### config.mk
export PLATFORM = sky130hd
export DESIGN_NAME = useq_sequencer
export DESIGN_NICKNAME = d
export VERILOG_FILES = /design/src/rtl/useq_pkg.sv /design/src/rtl/useq_store.sv /design/src/rtl/useq_restab.sv /design/src/rtl/useq_nextpc.sv /design/src/rtl/useq_sequencer.sv
export SDC_FILE = /design/constraint.sdc
export NUM_CORES = 2
export LEC_CHECK = 0
export BUFFER_PORTS_ARGS = -buffer_cell sky130_fd_sc_hd__buf_2
export CORE_MARGIN = 3
export CORE_UTILIZATION = 35
export CTS_CLUSTER_DIAMETER = 30
export DETAILED_ROUTE_END_ITERATION = 6
export GPL_ROUTABILITY_DRIVEN = 0
export PLACE_DENSITY = 0.55
export SLEW_MARGIN = 5
export SYNTH_ARGS = -nofsm -noshare
export SYNTH_HDL_FRONTEND = slang
export SYNTH_MEMORY_MAX_BITS = 65536
export SYNTH_SLANG_ARGS = --single-unit
### constraint.sdc
create_clock -name clk -period 6.66 [get_ports clk]
set_input_delay 0.666 -clock clk [delete_from_list [all_inputs] [get_ports clk]]
set_output_delay 0.666 -clock clk [all_outputs]
set_load 0.005 [all_outputs]
### src/rtl/useq_pkg.sv
package useq_pkg;
  localparam int UW = 64;
  localparam int PW = UW - 2;

  typedef enum logic [1:0] {
    K_OP   = 2'b00,
    K_SKIP = 2'b01,
    K_BACK = 2'b10,
    K_END  = 2'b11
  } ukind_t;

  typedef enum logic [1:0] {
    S_IDLE,
    S_LOAD,
    S_PRIME,
    S_RUN
  } ustate_t;

  function automatic ukind_t kind_of(input logic [UW-1:0] w);
    return ukind_t'(w[UW-1:UW-2]);
  endfunction
endpackage

### src/rtl/useq_store.sv
module useq_store #(
  parameter int AW = 6,
  parameter int W  = 64
) (
  input  logic          clk,
  input  logic          we,
  input  logic [AW-1:0] waddr,
  input  logic [W-1:0]  wdata,
  input  logic [AW-1:0] raddr,
  output logic [W-1:0]  rdata
);
  localparam int DEPTH = 2**AW;

  logic [W-1:0] mem [DEPTH];

  always_ff @(posedge clk) begin
    if (we) mem[waddr] <= wdata;
    rdata <= mem[raddr];
  end
endmodule

### src/rtl/useq_restab.sv
module useq_restab #(
  parameter int NE   = 4,
  parameter int TAGW = 16,
  parameter int IW   = 2
) (
  input  logic            clk,
  input  logic            rst,
  input  logic [TAGW-1:0] lk_tag,
  output logic            hit,
  output logic [IW-1:0]   hit_idx,
  input  logic            ins_en,
  input  logic [IW-1:0]   ins_idx,
  input  logic [TAGW-1:0] ins_tag,
  output logic [IW-1:0]   victim
);
  logic [NE-1:0]   valid;
  logic [TAGW-1:0] tags [NE];
  logic [NE-1:0]   match;

  for (genvar g = 0; g < NE; g++) begin : g_cmp
    assign match[g] = valid[g] && (tags[g] == lk_tag);
  end

  always_comb begin
    hit     = |match;
    hit_idx = '0;
    for (int i = 0; i < NE; i++) begin
      if (match[i]) hit_idx = IW'(i);
    end
  end

  always_ff @(posedge clk) begin
    if (rst) begin
      valid  <= '0;
      victim <= '0;
    end else if (ins_en) begin
      valid[ins_idx] <= 1'b1;
      victim         <= (victim == IW'(NE-1)) ? '0 : victim + 1'b1;
    end
  end

  always_ff @(posedge clk) begin
    if (ins_en) tags[ins_idx] <= ins_tag;
  end

  // one mapping per memory address at most
  assert_single_match_R9: assert property (@(posedge clk) disable iff (rst)
    $onehot0(match));
  // replacement pointer only moves on an insert
  assert_victim_steady_R9: assert property (@(posedge clk) disable iff (rst)
    !ins_en |=> $stable(victim));
endmodule

### src/rtl/useq_nextpc.sv
module useq_nextpc
  import useq_pkg::*;
#(
  parameter int AW = 6
) (
  input  ukind_t        kind,
  input  logic          cond,
  input  logic [AW-1:0] pc,
  input  logic [AW-1:0] entry,
  output logic [AW-1:0] npc
);
  always_comb begin
    unique case (kind)
      K_SKIP:  npc = cond ? pc + AW'(2) : pc + AW'(1);
      K_BACK:  npc = entry;
      default: npc = pc + AW'(1);
    endcase
  end
endmodule

### src/rtl/useq_sequencer.sv
module useq_sequencer
  import useq_pkg::*;
#(
  parameter int MEM_AW = 16,
  parameter int CS_AW  = 6,
  parameter int FIX_AW = 5,
  parameter int NSLOT  = 4
) (
  input  logic              clk,
  input  logic              rst,
  input  logic              start,
  input  logic [MEM_AW:0]   start_addr,
  output logic              busy,
  input  logic              pl_we,
  input  logic [FIX_AW-1:0] pl_addr,
  input  logic [UW-1:0]     pl_data,
  output logic              mem_rd,
  output logic [MEM_AW-1:0] mem_addr,
  input  logic [UW-1:0]     mem_rdata,
  input  logic              cu_cond,
  output logic              cu_valid,
  output logic [PW-1:0]     cu_word,
  output logic              done
);
  localparam int FIX_N   = 2**FIX_AW;
  localparam int PAGE_N  = 2**CS_AW - FIX_N;
  localparam int SLOT    = PAGE_N / NSLOT;
  localparam int SLOT_AW = $clog2(SLOT);
  localparam int IDX_W   = (NSLOT > 1) ? $clog2(NSLOT) : 1;

  function automatic logic [CS_AW-1:0] slot_base(input logic [IDX_W-1:0] i);
    return CS_AW'(FIX_N) + (CS_AW'(i) << SLOT_AW);
  endfunction

  ustate_t             state;
  logic [CS_AW-1:0]    csar, entry_q, ld_ptr, rd_addr, npc, wr_addr;
  logic [UW-1:0]       mir, wr_data;
  logic                wr_en, rvalid_q, ld_last, hit;
  logic [SLOT_AW:0]    ld_cnt;
  logic [IDX_W-1:0]    ld_slot, hit_idx, victim;
  logic [MEM_AW-1:0]   ld_tag;
  ukind_t              kind;
  logic                flag;
  logic [MEM_AW-1:0]   loc;

  assign flag = start_addr[MEM_AW];
  assign loc  = start_addr[MEM_AW-1:0];
  assign kind = kind_of(mir);
  assign busy = (state != S_IDLE);

  // single write port: copy owns it while loading, preload only when idle
  always_comb begin
    wr_en   = 1'b0;
    wr_addr = CS_AW'(pl_addr);
    wr_data = pl_data;
    if (state == S_LOAD) begin
      wr_en   = rvalid_q;
      wr_addr = ld_ptr;
      wr_data = mem_rdata;
    end else if (state == S_IDLE) begin
      wr_en = pl_we;
    end
  end

  assign rd_addr = (state == S_RUN) ? npc : csar;
  assign ld_last = rvalid_q &&
                   ((kind_of(mem_rdata) == K_END) || (ld_cnt == (SLOT_AW+1)'(SLOT-1)));

  useq_store #(.AW(CS_AW), .W(UW)) u_store (
    .clk(clk), .we(wr_en), .waddr(wr_addr), .wdata(wr_data),
    .raddr(rd_addr), .rdata(mir)
  );

  useq_restab #(.NE(NSLOT), .TAGW(MEM_AW), .IW(IDX_W)) u_tab (
    .clk(clk), .rst(rst), .lk_tag(loc), .hit(hit), .hit_idx(hit_idx),
    .ins_en(state == S_LOAD && ld_last), .ins_idx(ld_slot), .ins_tag(ld_tag),
    .victim(victim)
  );

  useq_nextpc #(.AW(CS_AW)) u_npc (
    .kind(kind), .cond(cu_cond), .pc(csar), .entry(entry_q), .npc(npc)
  );

  always_ff @(posedge clk) begin
    if (rst) begin
      state     <= S_IDLE;
      csar      <= '0;
      entry_q   <= '0;
      ld_ptr    <= '0;
      ld_cnt    <= '0;
      ld_slot   <= '0;
      ld_tag    <= '0;
      rvalid_q  <= 1'b0;
      mem_rd    <= 1'b0;
      mem_addr  <= '0;
      cu_valid  <= 1'b0;
      cu_word   <= '0;
      done      <= 1'b0;
    end else begin
      cu_valid <= 1'b0;
      done     <= 1'b0;
      rvalid_q <= mem_rd;
      unique case (state)
        S_IDLE: begin
          if (start) begin
            if (!flag) begin
              csar    <= loc[CS_AW-1:0];
              entry_q <= loc[CS_AW-1:0];
              state   <= S_PRIME;
            end else if (hit) begin
              csar    <= slot_base(hit_idx);
              entry_q <= slot_base(hit_idx);
              state   <= S_PRIME;
            end else begin
              ld_slot  <= victim;
              ld_ptr   <= slot_base(victim);
              ld_cnt   <= '0;
              ld_tag   <= loc;
              mem_rd   <= 1'b1;
              mem_addr <= loc;
              state    <= S_LOAD;
            end
          end
        end
        S_LOAD: begin
          if (rvalid_q) begin
            ld_ptr <= ld_ptr + 1'b1;
            ld_cnt <= ld_cnt + 1'b1;
          end
          if (ld_last) begin
            mem_rd  <= 1'b0;
            csar    <= slot_base(ld_slot);
            entry_q <= slot_base(ld_slot);
            state   <= S_PRIME;
          end else begin
            mem_addr <= mem_addr + 1'b1;
          end
        end
        S_PRIME: state <= S_RUN;
        S_RUN: begin
          csar <= npc;
          if (kind == K_OP) begin
            cu_valid <= 1'b1;
            cu_word  <= mir[PW-1:0];
          end
          if (kind == K_END) begin
            done  <= 1'b1;
            state <= S_IDLE;
          end
        end
        default: state <= S_IDLE;
      endcase
    end
  end

  assert_memrd_in_copy_R7: assert property (@(posedge clk) disable iff (rst)
    mem_rd |-> (state == S_LOAD));
  assert_copy_in_slot_R7: assert property (@(posedge clk) disable iff (rst)
    (state == S_LOAD && rvalid_q) |-> (ld_cnt < (SLOT_AW+1)'(SLOT)));
  assert_done_single_R6: assert property (@(posedge clk) disable iff (rst)
    done |=> !done);
  assert_done_not_op_R6: assert property (@(posedge clk) disable iff (rst)
    !(done && cu_valid));
  assert_op_from_run_R3: assert property (@(posedge clk) disable iff (rst)
    cu_valid |-> ($past(state) == S_RUN));
endmodule

---- Yosys cells after proc, flatten, opt, wreduce, memory -nomap -nowiden ----
Memories as Yosys holds them, arrays and structs flattened. A register that Yosys moved wholly into a read port is not among the register bits.
Index checks and enable logic that the tools add are counted.
word-level totals
  register bits after elaboration ......... 130
  memory bits (writable) .................. 4,160
  input bits .............................. 155
  word-level logic and storage cells ...... 126
  memories kept ........................... 2
memory list
  memory       depth  width  rd ports  clocked after memory_dff  wr ports  line               RTL
  u_store.mem  64     64     1         1                         1         useq_store.sv:14   logic [W-1:0] mem [DEPTH];
  u_tab.tags   4      16     4         0                         1         useq_restab.sv:17  logic [TAGW-1:0] tags [NE];
operators by class
  $add $sub $neg .......................... 9
  order comparisons ....................... 2
  equality and inequality tests ........... 21
  multiplexer cells ....................... 51
  bitwise logic cells ..................... 3
  reductions and logical operators ........ 23
operators with widths
  operator                                             count
  2-to-1 mux 6 bit                                     11
  equality test 16 bit                                 4
  2-to-1 mux 16 bit                                    4
  2-to-1 mux 64 bit                                    1
  one-hot mux 6 bit (2 select lines)                   3
  one-hot mux 16 bit (2 select lines)                  1
  adder 6 x 5 -> 6 bit, first input constant           3
  one-hot mux 6 bit (3 select lines)                   1
  adder 16 x 1 -> 16 bit, second input constant        1
  2-to-1 mux 2 bit                                     8
  2-to-1 mux 4 bit                                     4
  AND reduction 5 bit                                  3
  2-to-1 mux 1 bit                                     14
  adder 6 x 1 -> 6 bit, second input constant          2
  equality test 2 bit, second input constant           6
  != test 2 bit, second input constant                 6
  AND reduction 4 bit                                  3
  one-hot mux 2 bit (4 select lines)                   1
  one-hot mux 4 bit (2 select lines)                   1
  logical AND 1 bit                                    7
  adder 6 x 2 -> 6 bit, second input constant          1
  adder 4 x 1 -> 4 bit, second input constant          1
  equality test 2 x 1 -> 1 bit, second input constant  2
  equality test 4 x 3 -> 1 bit, second input constant  1
  other kinds (17)                                     20

---- Depth between registers and ports, before layout ----
An unclocked memory read counts as a cell.
  word-level depth ........................ 11
  mapped depth ............................ 16

---- Cells and area by module ----
From an unflattened synthesis, not the netlist that was laid out.
unflattened totals
  cells, all modules ...................... 7,578
  area, all modules ....................... 165,608.8 µm²
modules (own cells, without submodules)
  module          instances  cells an instance  area each (µm²)  seq. area each (µm²)
  useq_store      1          6,598              156,329.9        124,279.2
  useq_sequencer  1          746                6,039.5          2,482.4
  useq_restab     1          193                2,936.6          2,042.0
  useq_nextpc     1          41                 302.8            0.0

---- Worst setup path before layout ----
OpenSTA, ideal clock, no wires.
  kind .................................... reg2reg
  from .................................... register state[1]
  to ...................................... memory u_store.mem[62][0] (enable)
  arrival time ............................ 4,370 ps
  data required time ...................... 6,173 ps
  slack ................................... 1,803 ps
  cell stages (with the launch flop) ...... 9
  clock period less this slack ............ 4,857 ps
  cell sequence ........................... dfxtp_1 -> inv_1 -> ha_1 -> clkbuf_1 -> clkbuf_1 -> nand3b_1 -> o31ai_1 -> nand2_1 -> nor2_1
between the ends
  word-level cells in the longest chain between the ends .. 5
  elaborated cells between the ends (all ways) .. 7
  those cells by class .................... 1 x eq/ne; 5 x mux; 1 x reduce/logical
RTL lines
  item                                    line                   RTL
  from (decl)                             useq_sequencer.sv:35   ustate_t state;
  from (signal assigned)                  useq_sequencer.sv:86   state <= S_IDLE;
  from (signal assigned)                  useq_sequencer.sv:109  state <= S_PRIME;
  from (signal assigned)                  useq_sequencer.sv:113  state <= S_PRIME;
  zero test 2 bit                         useq_sequencer.sv:60   end else if (state == S_IDLE) begin
  2-to-1 mux 1 bit                        useq_sequencer.sv:60
  2-to-1 mux 1 bit                        useq_sequencer.sv:56   if (state == S_LOAD) begin
  2-to-1 mux 1 bit                        useq_store.sv:17       if (we) mem[waddr] <= wdata;
  2-to-1 mux 1 bit (implied by the code)  useq_store.sv:17
  to (decl)                               useq_store.sv:14
Parallel ways exist; a longest one is shown, timed or not.

---- Worst setup path after layout ----
  from .................................... register u_store.rdata[63], read port of u_store.mem
  to ...................................... register u_store.rdata[60], read port of u_store.mem
between the ends
  word-level cells in the longest chain between the ends .. 3
  elaborated cells between the ends (all ways) .. 4
  those cells by class .................... 2 x eq/ne; 2 x mux
RTL lines
  item                                                                 line                  RTL
  from (decl)                                                          useq_store.sv:10      output logic [W-1:0] rdata
  equality test 2 bit or equality test 2 x 1 -> 1 bit (tied branches)  useq_nextpc.sv:13     unique case (kind)
  one-hot mux 6 bit (2 select lines) (*)                               useq_nextpc.sv:13
  2-to-1 mux 6 bit (*)                                                 useq_sequencer.sv:65  assign rd_addr = (state == S_RUN) ? npc : csar;
Every way passes the cells marked *; elsewhere a longest branch is shown, timed or not.
A chain may end at the register's enable or synchronous reset.

==> results.txt <==
Relative to the synthesized area, the layout overhead comes to 23.7%. The insertion delay of the later-clocked pin in the worst-skew pair is 1.12 ns. The number of buffers inserted by port buffering is 236. The post-synthesis register bit count came out at 4,354. By area the synthesized netlist is led by sky130_fd_sc_hd__edfxtp_1 (73%), sky130_fd_sc_hd__nand2_1 (5.0%), sky130_fd_sc_hd__dfxtp_1 (2.3%). The pin count of the biggest net entering global routing came out at 136.

The total cell area at the placement stage came out at 183,000 sq um. The initial antenna violation count is 31. The cell area after technology mapping is 172,000 sq um. Yosys printed 0 warnings. The post-layout instance area came out at 213,000 sq um. The fraction of registers with async set/reset came out at 0. The max-capacitance violation count came out at 0.

sky130_fd_sc_hd__edfxtp_1 takes more of the synthesized area than any other cell. The main flop type after synthesis is sky130_fd_sc_hd__edfxtp_1. The buffer count from post-CTS setup fixing came out at 0. The worst hold slack after final layout is 0.0516 ns. In this run the mean area of a mapped cell was 13.8 sq um. The category of the worst setup path capture point is a flip-flop. The aggregate global routing overflow is 0. The initial utilization of the core area, before any placement, comes to 0.353.

Data arrives at the worst endpoint at 6.45 ns. The count of pins over their slew limit came to 0. The share of the core filled with cells in the final layout came out at 0.436. The worst max-slew margin expressed relative to the limit came out at 0.0487.

The per-cell via count in the routed design came out at 5.82. The areal power density over the cells is 484 nW/um^2. The number of instances in the synthesized netlist is 12,500. The TritonCTS clock tree is built. By instance count, the leading cell after synthesis is sky130_fd_sc_hd__edfxtp_1. The number of endpoints failing setup at the final stage is 0. The number of core rows came out at 256. After routing, the total negative slack on setup checks comes to 0 ns. The count of buffer and inverter cells on the critical path came out at 4. By count the netlist is led by sky130_fd_sc_hd__edfxtp_1 (4,160), sky130_fd_sc_hd__nand2_1 (2,282), sky130_fd_sc_hd__nor2_1 (639), sky130_fd_sc_hd__clkbuf_1 (628), sky130_fd_sc_hd__a31oi_1 (502). The number of remaining DRC errors came out at 0. The overall power consumption is 103,000 uW. In the final design database the tool counted 13,200 nets.

The count of flip-flops with a built-in enable after synthesis is 4,160. The flow ran to the end, and the final reports show no timing, DRC or antenna violations. The floorplan die width came out at 707 um. The peak clock frequency supported by timing came out at 0.182 GHz. The number of buffers inserted during clock tree synthesis came out at 845. The number of distinct library cell variants in the gate-level netlist after synthesis came out at 73.

The delay of the slowest cell on the worst path is 1.01 ns. Among cell families on the critical path, the largest total delay comes from simple AND/OR/NAND/NOR gates. The class of the most critical setup path is flip-flop to flip-flop. The die height came out at 707 um. The area share of the largest cell type after synthesis came out at 0.726. The worst clock skew is 0.113 ns.

The post-layout minimum cycle time came out at 5.49 ns. The number of fillers in the final layout came out at 43,200. For this design, the sink count on the clock tree is 4,354. The largest fanout of any net on the critical path is 21. The startpoint type of the worst setup path is a flip-flop. Of the cells placed in the final design, the portion with a size suffix greater than 1 is 0.162. The first-pass GRT wire length is 862,000 um.

The cell with the biggest individual delay on the critical path is sky130_fd_sc_hd__nor2_4. Once detail routing completed, the nets flagged for antenna violations numbered 0. The measured slew at the worst slew-check pin came out at 1.42 ns. The number of hold violations in the final report was 0. Counting stages on the worst path, the most repeated cell is sky130_fd_sc_hd__buf_4.

Counting every net in the synthesized netlist gives 12,600. Traced cell by cell, the critical path runs through inv_1, ha_1, nand4b_1, nand3_1, o21ba_4, buf_4, nor2_4, buf_4, buf_4, a32oi_1, o2111ai_1, o22ai_1, o21a_1. The maximum buffer depth of the clock tree is 4. The clock transition at the register clock pins on the worst setup and hold paths after CTS is 0.05 ns. The final wirelength came out at 621,000 um. The via count of the first global-routing pass was 112,000. The static leakage came out at 0.0720 uW. The I/O pin count is 237.

The share of the clock period used by the worst path after layout came out at 0.825. For this run, the register share of the synthesized area comes to 0.749. The peak supply drop came out at 694 uV. The area used by sequential logic in the layout is 129,000 sq um. The clock tree synthesis step divided the H-tree into 6 levels. Setup repair after global routing left no endpoint under its margin. The critical path required time came out at 7.62 ns. The routed wire length per instance came out at 30.6 um. The violation count after the first detailed-routing iteration came out at 17,400. CTS placed an instance of sky130_fd_sc_hd__clkbuf_16 at the clock tree root. The tightest min-delay check is of the primary input to flip-flop type.

For this run, the total global-route usage over all layers was measured as 0.239. The multi-input logic area came out at 40,100 sq um. The half-perimeter wire length after detailed placement is 319,000 um. For this run, the detailed router's first-pass iteration total came to 6.

The floorplan step defined a core boundary enclosing 488,000 sq um. The total number of vias came out at 118,000. The die covers 500,000 sq um.
[metrics by stage]
step / cells / setup slack (ns)
after floorplan: 12500 / 1.80
after global routing: 20300 / 1.14
final: 20300 / 1.17
after CTS: 20300 / 1.33
after global placement: 18600 / 1.42
after detailed placement: 18600 / 1.35
[cells by family after synthesis]
logic type	count (synthesis)	synth area share
AOI/OAI and AO/OA	2379	0.0920
muxes	377	0.0224
buffers and inverters	949	0.0228
xor gates and xnor gates	72	0.00367
adders and majority gates	16	0.00116
and+or+nand+nor	4321	0.109
DFF	4354	0.749
[power by group]
group / total (uW) / switching [uW] / internal (uW)
logic: 26600 / 19300 / 7290
registers: 33300 / 655 / 32700
clock network: 43000 / 14700 / 28300
total: 103000 / 34700 / 68300
[metal layers]
metal,vias up,global-route usage,part of all wire
met1,60200,0.336,0.41
met2,7276,0.372,0.45
met5,-,0,0.00011
met3,1109,0.0468,0.11
li1,49500,-,-
met4,10,0.0810,0.033
[cell usage in the layout, fill, tap and decap left out, drive strengths merged, types with 6 or more instances in the layout]
cell         netlist  routed
a2111oi           60      60
a211oi           274     274
a21oi            169     169
a31oi            502     502
a32oi            161     161
and3             338     338
buf              306     665
bufinv             0     115
clkbuf           628     996
clkinv             0     345
clkinvlp           0      76
dfxtp            194     194
diode              0      17
dlygate4sd3        0      14
edfxtp          4160    4160
ha                16      16
inv               15      83
mux2              64      64
mux2i            313     313
nand2           2283    2283
nand2b             7       7
nand3            416     416
nand3b             6       6
nand4             91      91
nor2             640     640
nor2b             10      10
nor3             364     364
nor4             143     143
o2111ai           64      64
o21a              20      20
o21ai            466     466
o221ai           130     130
o22ai            402     402
o311ai            15      15
o31a              49      49
o31ai              8       8
o32ai              9       9
xnor2             10      10
xor2              62      62
[final cells by class]
| class | instances | area share |
|---|---|---|
| multi-input cells | 7165 | 0.188 |
| clock buffers | 996 | 0.104 |
| clock inverters | 604 | 0.0334 |
| inverters | 15 | 0.000300 |
| well taps | 6450 | 0.0379 |
| repair buffers | 679 | 0.0298 |
| flip-flops and latches | 4354 | 0.606 |
| diodes | 17 | 0.000200 |
[flip-flops by register name (all words and copies together), names as in the netlist, 6 cells and up]
signal and cells:
cu_word 62, u_store.mem 4096, u_tab.tags 64, u_store.rdata 64, ld_tag 16, mem_addr 16, entry_q 6, ld_ptr 6
csar 6
[timing repair]
action / in CTS / in global routing
endpoints found under the hold margin: 18 / 0
resized for setup: 0 / 0
hold buffers: 14 / 0
setup endpoints to repair: 0 / 0
[worst paths after layout]
check / endpoint / depth (start not counted) / slack, ns / startpoint
worst max register to register: u_store.rdata[60] / 13 / 1.17 / u_store.rdata[63]
worst min-delay path: ld_tag[13] / 2 / 0.05 / rst
worst max-delay path: u_store.rdata[60] / 13 / 1.17 / u_store.rdata[63]
worst min register to register: cu_word[47] / 2 / 0.43 / u_store.rdata[47]
Note: power is estimated with default switching activity, not from simulation.
